File: config.mk
export PLATFORM = sky130hd
export DESIGN_NAME = ddr_pair_capture
export DESIGN_NICKNAME = d
export VERILOG_FILES = /design/src/rtl/ddr_pair_capture.sv
export SDC_FILE = /design/constraint.sdc
export NUM_CORES = 1
export LEC_CHECK = 0
export BUFFER_PORTS_ARGS = -buffer_cell sky130_fd_sc_hd__buf_2
export CAP_MARGIN = 20
export CORE_MARGIN = 5
export CORE_UTILIZATION = 40
export CTS_CLUSTER_DIAMETER = 120
export CTS_CLUSTER_SIZE = 14
export DETAILED_ROUTE_END_ITERATION = 10
export PLACE_DENSITY = 0.63
export SLEW_MARGIN = 20
export SYNTH_ARGS = -nofsm -noshare
export SYNTH_HDL_FRONTEND = slang
export SYNTH_SLANG_ARGS = --single-unit
File: constraint.sdc
create_clock -name clk -period 8.41 [get_ports clk]
set_input_delay 0.841 -clock clk [delete_from_list [all_inputs] [get_ports clk]]
set_output_delay 0.841 -clock clk [all_outputs]
set_load 0.01 [all_outputs]
File: src/rtl/ddr_pair_capture.sv
module ddr_pair_capture #(
  parameter int W      = 16,
  parameter int DEPTH  = 8,
  parameter int RD_OFS = 4
) (
  input  logic         clk,
  input  logic         rst_n,
  input  logic [W-1:0] rx_ab,
  input  logic [W-1:0] rx_cd,
  input  logic         sync_in,
  output logic [W-1:0] ch_a,
  output logic [W-1:0] ch_b,
  output logic [W-1:0] ch_c,
  output logic [W-1:0] ch_d,
  output logic         out_valid
);
  localparam int PW  = $clog2(DEPTH);
  localparam int LAG = DEPTH - RD_OFS;
  localparam int CW  = $clog2(LAG + 1);

  logic [W-1:0]   rise_ab, rise_cd;
  logic           sync_q;
  logic [4*W-1:0] mem [DEPTH];
  logic [PW-1:0]  wptr, rptr, widx;
  logic           seen;
  logic [CW-1:0]  cnt;
  logic           aligned;

  assign widx    = sync_q ? '0 : wptr;
  assign aligned = seen && (wptr == '0) && (rptr == PW'(RD_OFS - 1));

  always_ff @(posedge clk or negedge rst_n) begin
    if (!rst_n) begin
      rise_ab <= '0;
      rise_cd <= '0;
      sync_q  <= 1'b0;
    end else begin
      rise_ab <= rx_ab;
      rise_cd <= rx_cd;
      sync_q  <= sync_in;
    end
  end

  always_ff @(negedge clk) begin
    mem[widx] <= {rise_ab, rx_ab, rise_cd, rx_cd};
  end

  always_ff @(negedge clk or negedge rst_n) begin
    if (!rst_n) wptr <= '0;
    else        wptr <= widx + 1'b1;
  end

  always_ff @(posedge clk or negedge rst_n) begin
    if (!rst_n) begin
      rptr <= '0;
      {ch_a, ch_b, ch_c, ch_d} <= '0;
    end else begin
      rptr <= sync_in ? PW'(RD_OFS) : rptr + 1'b1;
      {ch_a, ch_b, ch_c, ch_d} <= mem[rptr];
    end
  end

  always_ff @(posedge clk or negedge rst_n) begin
    if (!rst_n) begin
      seen      <= 1'b0;
      cnt       <= '0;
      out_valid <= 1'b0;
    end else if (sync_in && !aligned) begin
      seen      <= 1'b1;
      cnt       <= '0;
      out_valid <= 1'b0;
    end else if (seen && !out_valid) begin
      if (cnt == CW'(LAG)) out_valid <= 1'b1;
      else                 cnt <= cnt + 1'b1;
    end
  end
endmodule

==> results of run 1 <==
flip-flops by register name (all words and copies together), names as in the netlist:
signal	cells
ch_d	16
sync_q	1
ch_a	16
ch_c	16
rptr	3
rise_cd	16
out_valid	1
wptr	3
ch_b	16
rise_ab	16
mem	512
seen	1
cnt	3
layer usage:
metal  global-route usage (%)  wire length (um)
met2                     24.3             21500
met4                     4.00               655
met5                        0                 0
met3                     2.79              2120
met1                     19.8             18600
final cells by class:
| type | instances | area (sq um) | share of cell area, % |
|---|---|---|---|
| Inverter | 6 | 22.5 | 0.0833 |
| Timing Repair Buffer | 115 | 667 | 2.47 |
| Sequential cell | 620 | 18100 | 66.9 |
| Clock buffer | 81 | 1370 | 5.06 |
| Multi-Input combinational cell | 232 | 3930 | 14.5 |
| Clock inverter | 522 | 2040 | 7.53 |
| Tap cell | 748 | 936 | 3.46 |
Yosys cell counts (2+ instances only):
cell	instances
ha_1	5
mux4_2	128
buf_2	3
nor2_1	4
buf_4	2
clkbuf_1	9
o21ai_0	2
buf_1	10
nand2_1	3
nor2b_1	2
buf_6	11
or2_2	2
nand3_1	2
dfrtn_1	3
nor3_1	5
a21oi_1	4
edfxtp_1	512
inv_1	7
mux2_2	64
dfrtp_1	105
nand2b_1	5
worst max-delay path: cells and delay by family (launching register included):
kind,cells,cell delay (ns)
flops,1,0.43
buf+inv,2,0.50
simple gates,3,1.08
logic make-up after synthesis:
family / after synthesis
buffers and inverters: 42
xor gates and xnor gates: 1
and+or+nand+nor: 27
adders and majority gates: 5
DFF: 620
muxes: 192
AOI/OAI and AO/OA: 7
per-stage QoR:
step	worst slack, ns	instance area, sq um	power (mW)	util (%)
finish	1.86	27000	7.12	49.2
global route	1.73	27000	7.62	49.2
CTS	1.84	27000	7.22	49.2
detailed placement	1.84	23600	4.42	43.0
global placement	1.86	23600	4.40	43.0
floorplan	0.318	22200	4.23	-
worst paths after layout:
path	endpoint	cells after the start	slack [ns]	from
min in group clk	sync_q$_DFF_PN0_	1	0.45	sync_in
max in group asynchronous	wptr[0]$_DFF_NN0_	1	3.50	rst_n
min reg2reg	seen$_DFFE_PN0P_	1	0.55	seen$_DFFE_PN0P_
max reg2reg	mem[3][16]$_DFFE_NP_	5	1.86	sync_q$_DFF_PN0_
min	ch_b[6]$_DFF_PN0_	1	0.24	rst_n
max	mem[3][16]$_DFFE_NP_	5	1.86	sync_q$_DFF_PN0_
power by group:
group | internal [mW] | switching [mW] | total (mW) | leakage (nW)
combinational | 0.175 | 0.229 | 0.404 | 1.74
clock | 1.49 | 1.62 | 3.11 | 3.44
sequential | 3.52 | 0.0759 | 3.60 | 5.96
total | 5.19 | 1.93 | 7.12 | 11.1
==> qor.txt, run 1 <==
final wirelength: 42.9 mm
crit-path max FO: 41
Slew @ Worst Pin: 1.08 ns
CTS Sinks: 620
Cell Pwr Density: 263 nW/um^2
total negative setup slack: 0 ns
main flop type after synthesis: edfxtp_1
IO Port Bufs: 99
total grt overflow: 0
Post-synth EDFFs: 512
commonest non-fill, non-tap cell in the layout: inv_1
Compound-Gate Fraction of Synth Area: 0.164%
Max-Slew Margin vs Limit: 27.9%
VDD IR-drop max: 184 uV
DR vias: 11.0k
Fin. Hold Viols: 0
post_cts resized: 0
DRC Markers: 0
Placed Cells: 1,722
CP Data Arrival Time: 2.62 ns
post-synthesis xor/xnor area fraction: 0.0395%
commonest non-fill, non-tap cells in the layout: inv_1, edfxtp_1, mux4_2, dfrtp_1, buf_2
Rows: 86
post-synth top area share: 69.3%
DIE AREA: 60,300 sq um
Final Wtd Congestion: 0.707
Yosys reg bits: 620
DPL Wire Length: 22.0 mm
Initial Util: 40.4%
mean post-synth cell area: 24.8 sq um
post-synthesis mux area share: 16.2%
die height: 246 um
cells along the critical path: nand2b_1, inv_1, nand2_1, nor2_4, buf_12
CP max stage cell: nor2_4
Setup crit end kind: flip-flop
FFs w/ async S/R, synth: 17.4%
Worst Hold Class: in2async
adder-cell share of the synthesized area: 0.282%
Cells after Synth: 894
CP startpoint kind: flip-flop
Lkg Pwr: 11.1 nW
Setup violations, final: 0
clk buf depth: 3
Core Region: 55,000 sq um
ranking of synthesized cells by area: edfxtp_1, mux4_2, dfrtp_1, mux2_2, buf_6
vias in the first global route: 11.9k
Req. time, crit path: 4.49 ns
root buf cell: clkbuf_16
worst clock skew: 0.0699 ns
initial antenna violation count: 3
ANT cells: 0
area grow syn2layout: 21.9%
hold buffer count at CTS: 0
Non-Filler Instances: 2,324
yosys warns: 0
status: completed
# Post-CTS Setup Buffers: 0
GR Util All Layers: 14.5%
final number of max-transition violations: 0
nets: 1,577
final hold slack: 0.240 ns
CTS tree: yes
Syn Nets: 934
Vias/cell: 4.72
Skew-Pair Late Insertion Delay: 0.63 ns
num ports: 100
drt first pass iters: 4
cell accounting for the most synthesized area: edfxtp_1
DR iter-0 viols: 618
chip width: 246 um
maximum number of pins on one net before global-route repair: 68
Crit Path Class: reg2reg
Cell variety after synth: 27
Max Cap Violations: 0
ANT nets after route: 0
fraction of layout cells with a size suffix above 1: 23.9%
max incr delay on CP: 0.72 ns
clock-pin slew on the worst setup and hold paths: 0.07 ns
filler instances: 4,574
combinational family with the most area after synthesis: multiplexers
Max H-tree Level: 2
first-pass GRT wire length: 68.0 mm
sequential area share after synthesis: 81.5%
RSZ-0062 raised after global routing: false
Mapped Area: 22,200 sq um
Num CTS Buffers: 50
post-synthesis simple-gate area fraction: 0.665%
DR WL/cell: 18.5 um
(Power assumes the default switching activity.)
==> run 2: changes to the inputs <==
Settings changed: ABC_AREA set to 1, PLACE_DENSITY 0.63 to 0.65.
Clock period 8.41 ns to 5.9 ns, I/O delays scaled along.
==> qor.txt, run 2 <==
chip width: 262 um (+6.6%)
yosys warns: 0 (unchanged)
total grt overflow: 0 (unchanged)
final setup margin: 1.05 ns (-0.815 ns)
cell accounting for the most synthesized area: edfxtp_1
hold path cells: 1
FF-to-FF path depth: 4 (-1)
most flop-heavy register: mem
ranking of synthesized cells by area: edfxtp_1, nand2_1, dfrtp_1, inv_1, nand3_1
Max-Slew Margin vs Limit: 25.4% (-2.4 points)
nets: 3,009 (+91%)
Max Cap Violations: 0 (unchanged)
CP Data Arrival Time: 2.14 ns (-0.48 ns)
Post-synth top cells: nand2_1, inv_1, edfxtp_1
CTS Sinks: 620 (unchanged)
Post-synth EDFFs: 512 (unchanged)
Final Power: 10.6 mW (+49%)
root buf cell: clkbuf_16
Crit Path Class: reg2reg
DR vias: 17.4k (+59%)
final hold slack: 0.187 ns (-0.0527 ns)
main flop type after synthesis: edfxtp_1
Yosys reg bits: 620 (unchanged)
pre-CTS setup slack: 1.02 ns (-0.812 ns)
Rows: 92 (+7.0%)
Cell variety after synth: 18 (-33%)
Hold Path End: sync_q$_DFF_PN0_
drt first pass iters: 6 (+2)
Setup crit end kind: flip-flop
# Post-CTS Setup Buffers: 0 (unchanged)
Hold Startpoint: sync_in
CP startpoint kind: flip-flop
final wirelength: 57.7 mm (+34%)
first-pass GRT wire length: 91.1 mm (+34%)
Worst Hold Class: in2reg
Critical R2R Capture: mem[1][44]$_DFFE_NP_
maximum number of pins on one net before global-route repair: 141 (+110%)
Setup violations, final: 0 (unchanged)
GR Util All Layers: 16.8% (+2.2 points)
CTS tree: yes
Cell Pwr Density: 353 nW/um^2 (+34%)
FFs w/ async S/R, synth: 17.4% (unchanged)
VDD IR-drop max: 323 uV (+75%)
count leader, synth: nand2_1
Vias/cell: 4.52 (-4.3%)
commonest non-fill, non-tap cells in the layout: inv_1, nand2_1, edfxtp_1, nand3_1, dfrtp_1
die height: 262 um (+6.6%)
DR WL/cell: 15.0 um (-19%)
Num CTS Buffers: 50 (unchanged)
Non-Filler Instances: 3,851 (+66%)
num ports: 100 (unchanged)
Final Wtd Congestion: 0.741 (+4.8%)
initial antenna violation count: 2 (-1)
DRC Markers: 0 (unchanged)
worst clock skew: 0.0765 ns (+0.00656 ns)
Max H-tree Level: 2 (unchanged)
clock-pin slew on the worst setup and hold paths: 0.08 ns (about the same)
vias in the first global route: 17.8k (+50%)
ANT cells: 0 (unchanged)
Reg2Reg Setup Slack: 1.05 ns (-0.82 ns)
placed cell area: 26,600 sq um (+12%)
total negative setup slack: 0 ns (unchanged)
max FFs per register: 512 (unchanged)
Skew-Pair Late Insertion Delay: 0.65 ns (+0.02 ns)
IO Port Bufs: 99 (unchanged)
RSZ-0062 raised after global routing: false
commonest non-fill, non-tap cell in the layout: inv_1
fraction of layout cells with a size suffix above 1: 6.42% (-17 points)
status: completed
ANT nets after route: 0 (unchanged)
final number of max-transition violations: 0 (unchanged)
Mapped Area: 25,400 sq um (+14%)
final core occ: 47.6% (-1.6 points)
Lkg Pwr: 15.6 nW (+40%)
area grow syn2layout: 18.2%
design area: 30,000 sq um (+11%)
Placed Cells: 3,251 (+89%)
Core Region: 63,000 sq um (+15%)
sequential area share after synthesis: 71.3% (-10 points)
DIE AREA: 68,500 sq um (+14%)
DPL Wire Length: 29.4 mm (+34%)
R2R Path Start: sync_q$_DFF_PN0_
mean post-synth cell area: 10.6 sq um (-57%)
DR iter-0 viols: 1,208 (+95%)
clk buf depth: 3 (unchanged)
Initial Util: 40.3% (-0.075 points)
crit-path max FO: 47 (+15%)
Req. time, crit path: 3.19 ns (-1.30 ns)
Fin. Hold Viols: 0 (unchanged)
Syn Nets: 2,423 (+160%)
Slew @ Worst Pin: 1.12 ns (+0.0366 ns)
post-synth top area share: 60.6% (-8.7 points)
Cells after Synth: 2,383 (+170%)
run 2: cell count changes in the layout (fill, tap and decap cells not counted), moves of 5 or more:
cell / change
mux4_2: -128
nand3_1: +257
mux2_2: -64
nor2_1: +7
inv_1: +520
buf_4: +5
nand2b_1: -5
nand2_1: +845
run 2: area by class of cell:
class,count,area [sq um]
clock buffers,78,1380
clock inverters,522,2030
fillers,5691,33000
inverters,529,2000
multi-input cells,1134,4710
flip-flops and latches,620,18100
well taps,846,1060
repair buffers,122,718
run 2: logic make-up after synthesis:
family	after synthesis	synth area share [%]
xor gates and xnor gates	1	0.0345
AOI/OAI and AO/OA	1	0.0296
buffers and inverters	629	10.4
and+or+nand+nor	1127	18.0
adders and majority gates	5	0.247
DFF	620	71.3
run 2: timing repair:
action,4_1_cts,5_1_grt
resized for setup,0,0
hold buffers,1,0
hold endpoints to repair,38,0
run 2: how the worst max path moves through the flow:
stage | from | endpoint | slack, ns
6_report | sync_q$_DFF_PN0_ | mem[1][44]$_DFFE_NP_ | 1.05
5_1_grt | sync_q$_DFF_PN0_ | mem[1][57]$_DFFE_NP_ | 0.94
4_1_cts | sync_q$_DFF_PN0_ | mem[1][46]$_DFFE_NP_ | 1.01
3_5_place_dp | sync_q$_DFF_PN0_ | mem[1][46]$_DFFE_NP_ | 1.02
3_3_place_gp | sync_q$_DFF_PN0_ | mem[3][14]$_DFFE_NP_ | 1.04
2_1_floorplan | sync_q$_DFF_PN0_ | mem[2][0]$_DFFE_NP_ | -0.84
run 2: power breakdown:
group	switching, mW	internal [mW]
sequential	0.120	5.04
clock	2.38	2.16
combinational	0.621	0.255
total	3.12	7.45
run 2: worst max-delay path, cell delays in order (launching register included):
cell and delay (ns):
dfrtp_1 0.40, nor2_1 0.17, inv_1 0.11, nor3_4 0.13
buf_4 0.70
run 2: routing by layer:
| layer | up-vias | global-route usage [%] | part of all wire [%] |
|---|---|---|---|
| met2 | 491 | 29.9 | 51 |
| li1 | 8550 | - | - |
| met3 | 75 | 2.88 | 5.8 |
| met1 | 8281 | 20.8 | 41 |
| met5 | - | 0 | 0 |
| met4 | 0 | 5.31 | 1.7 |
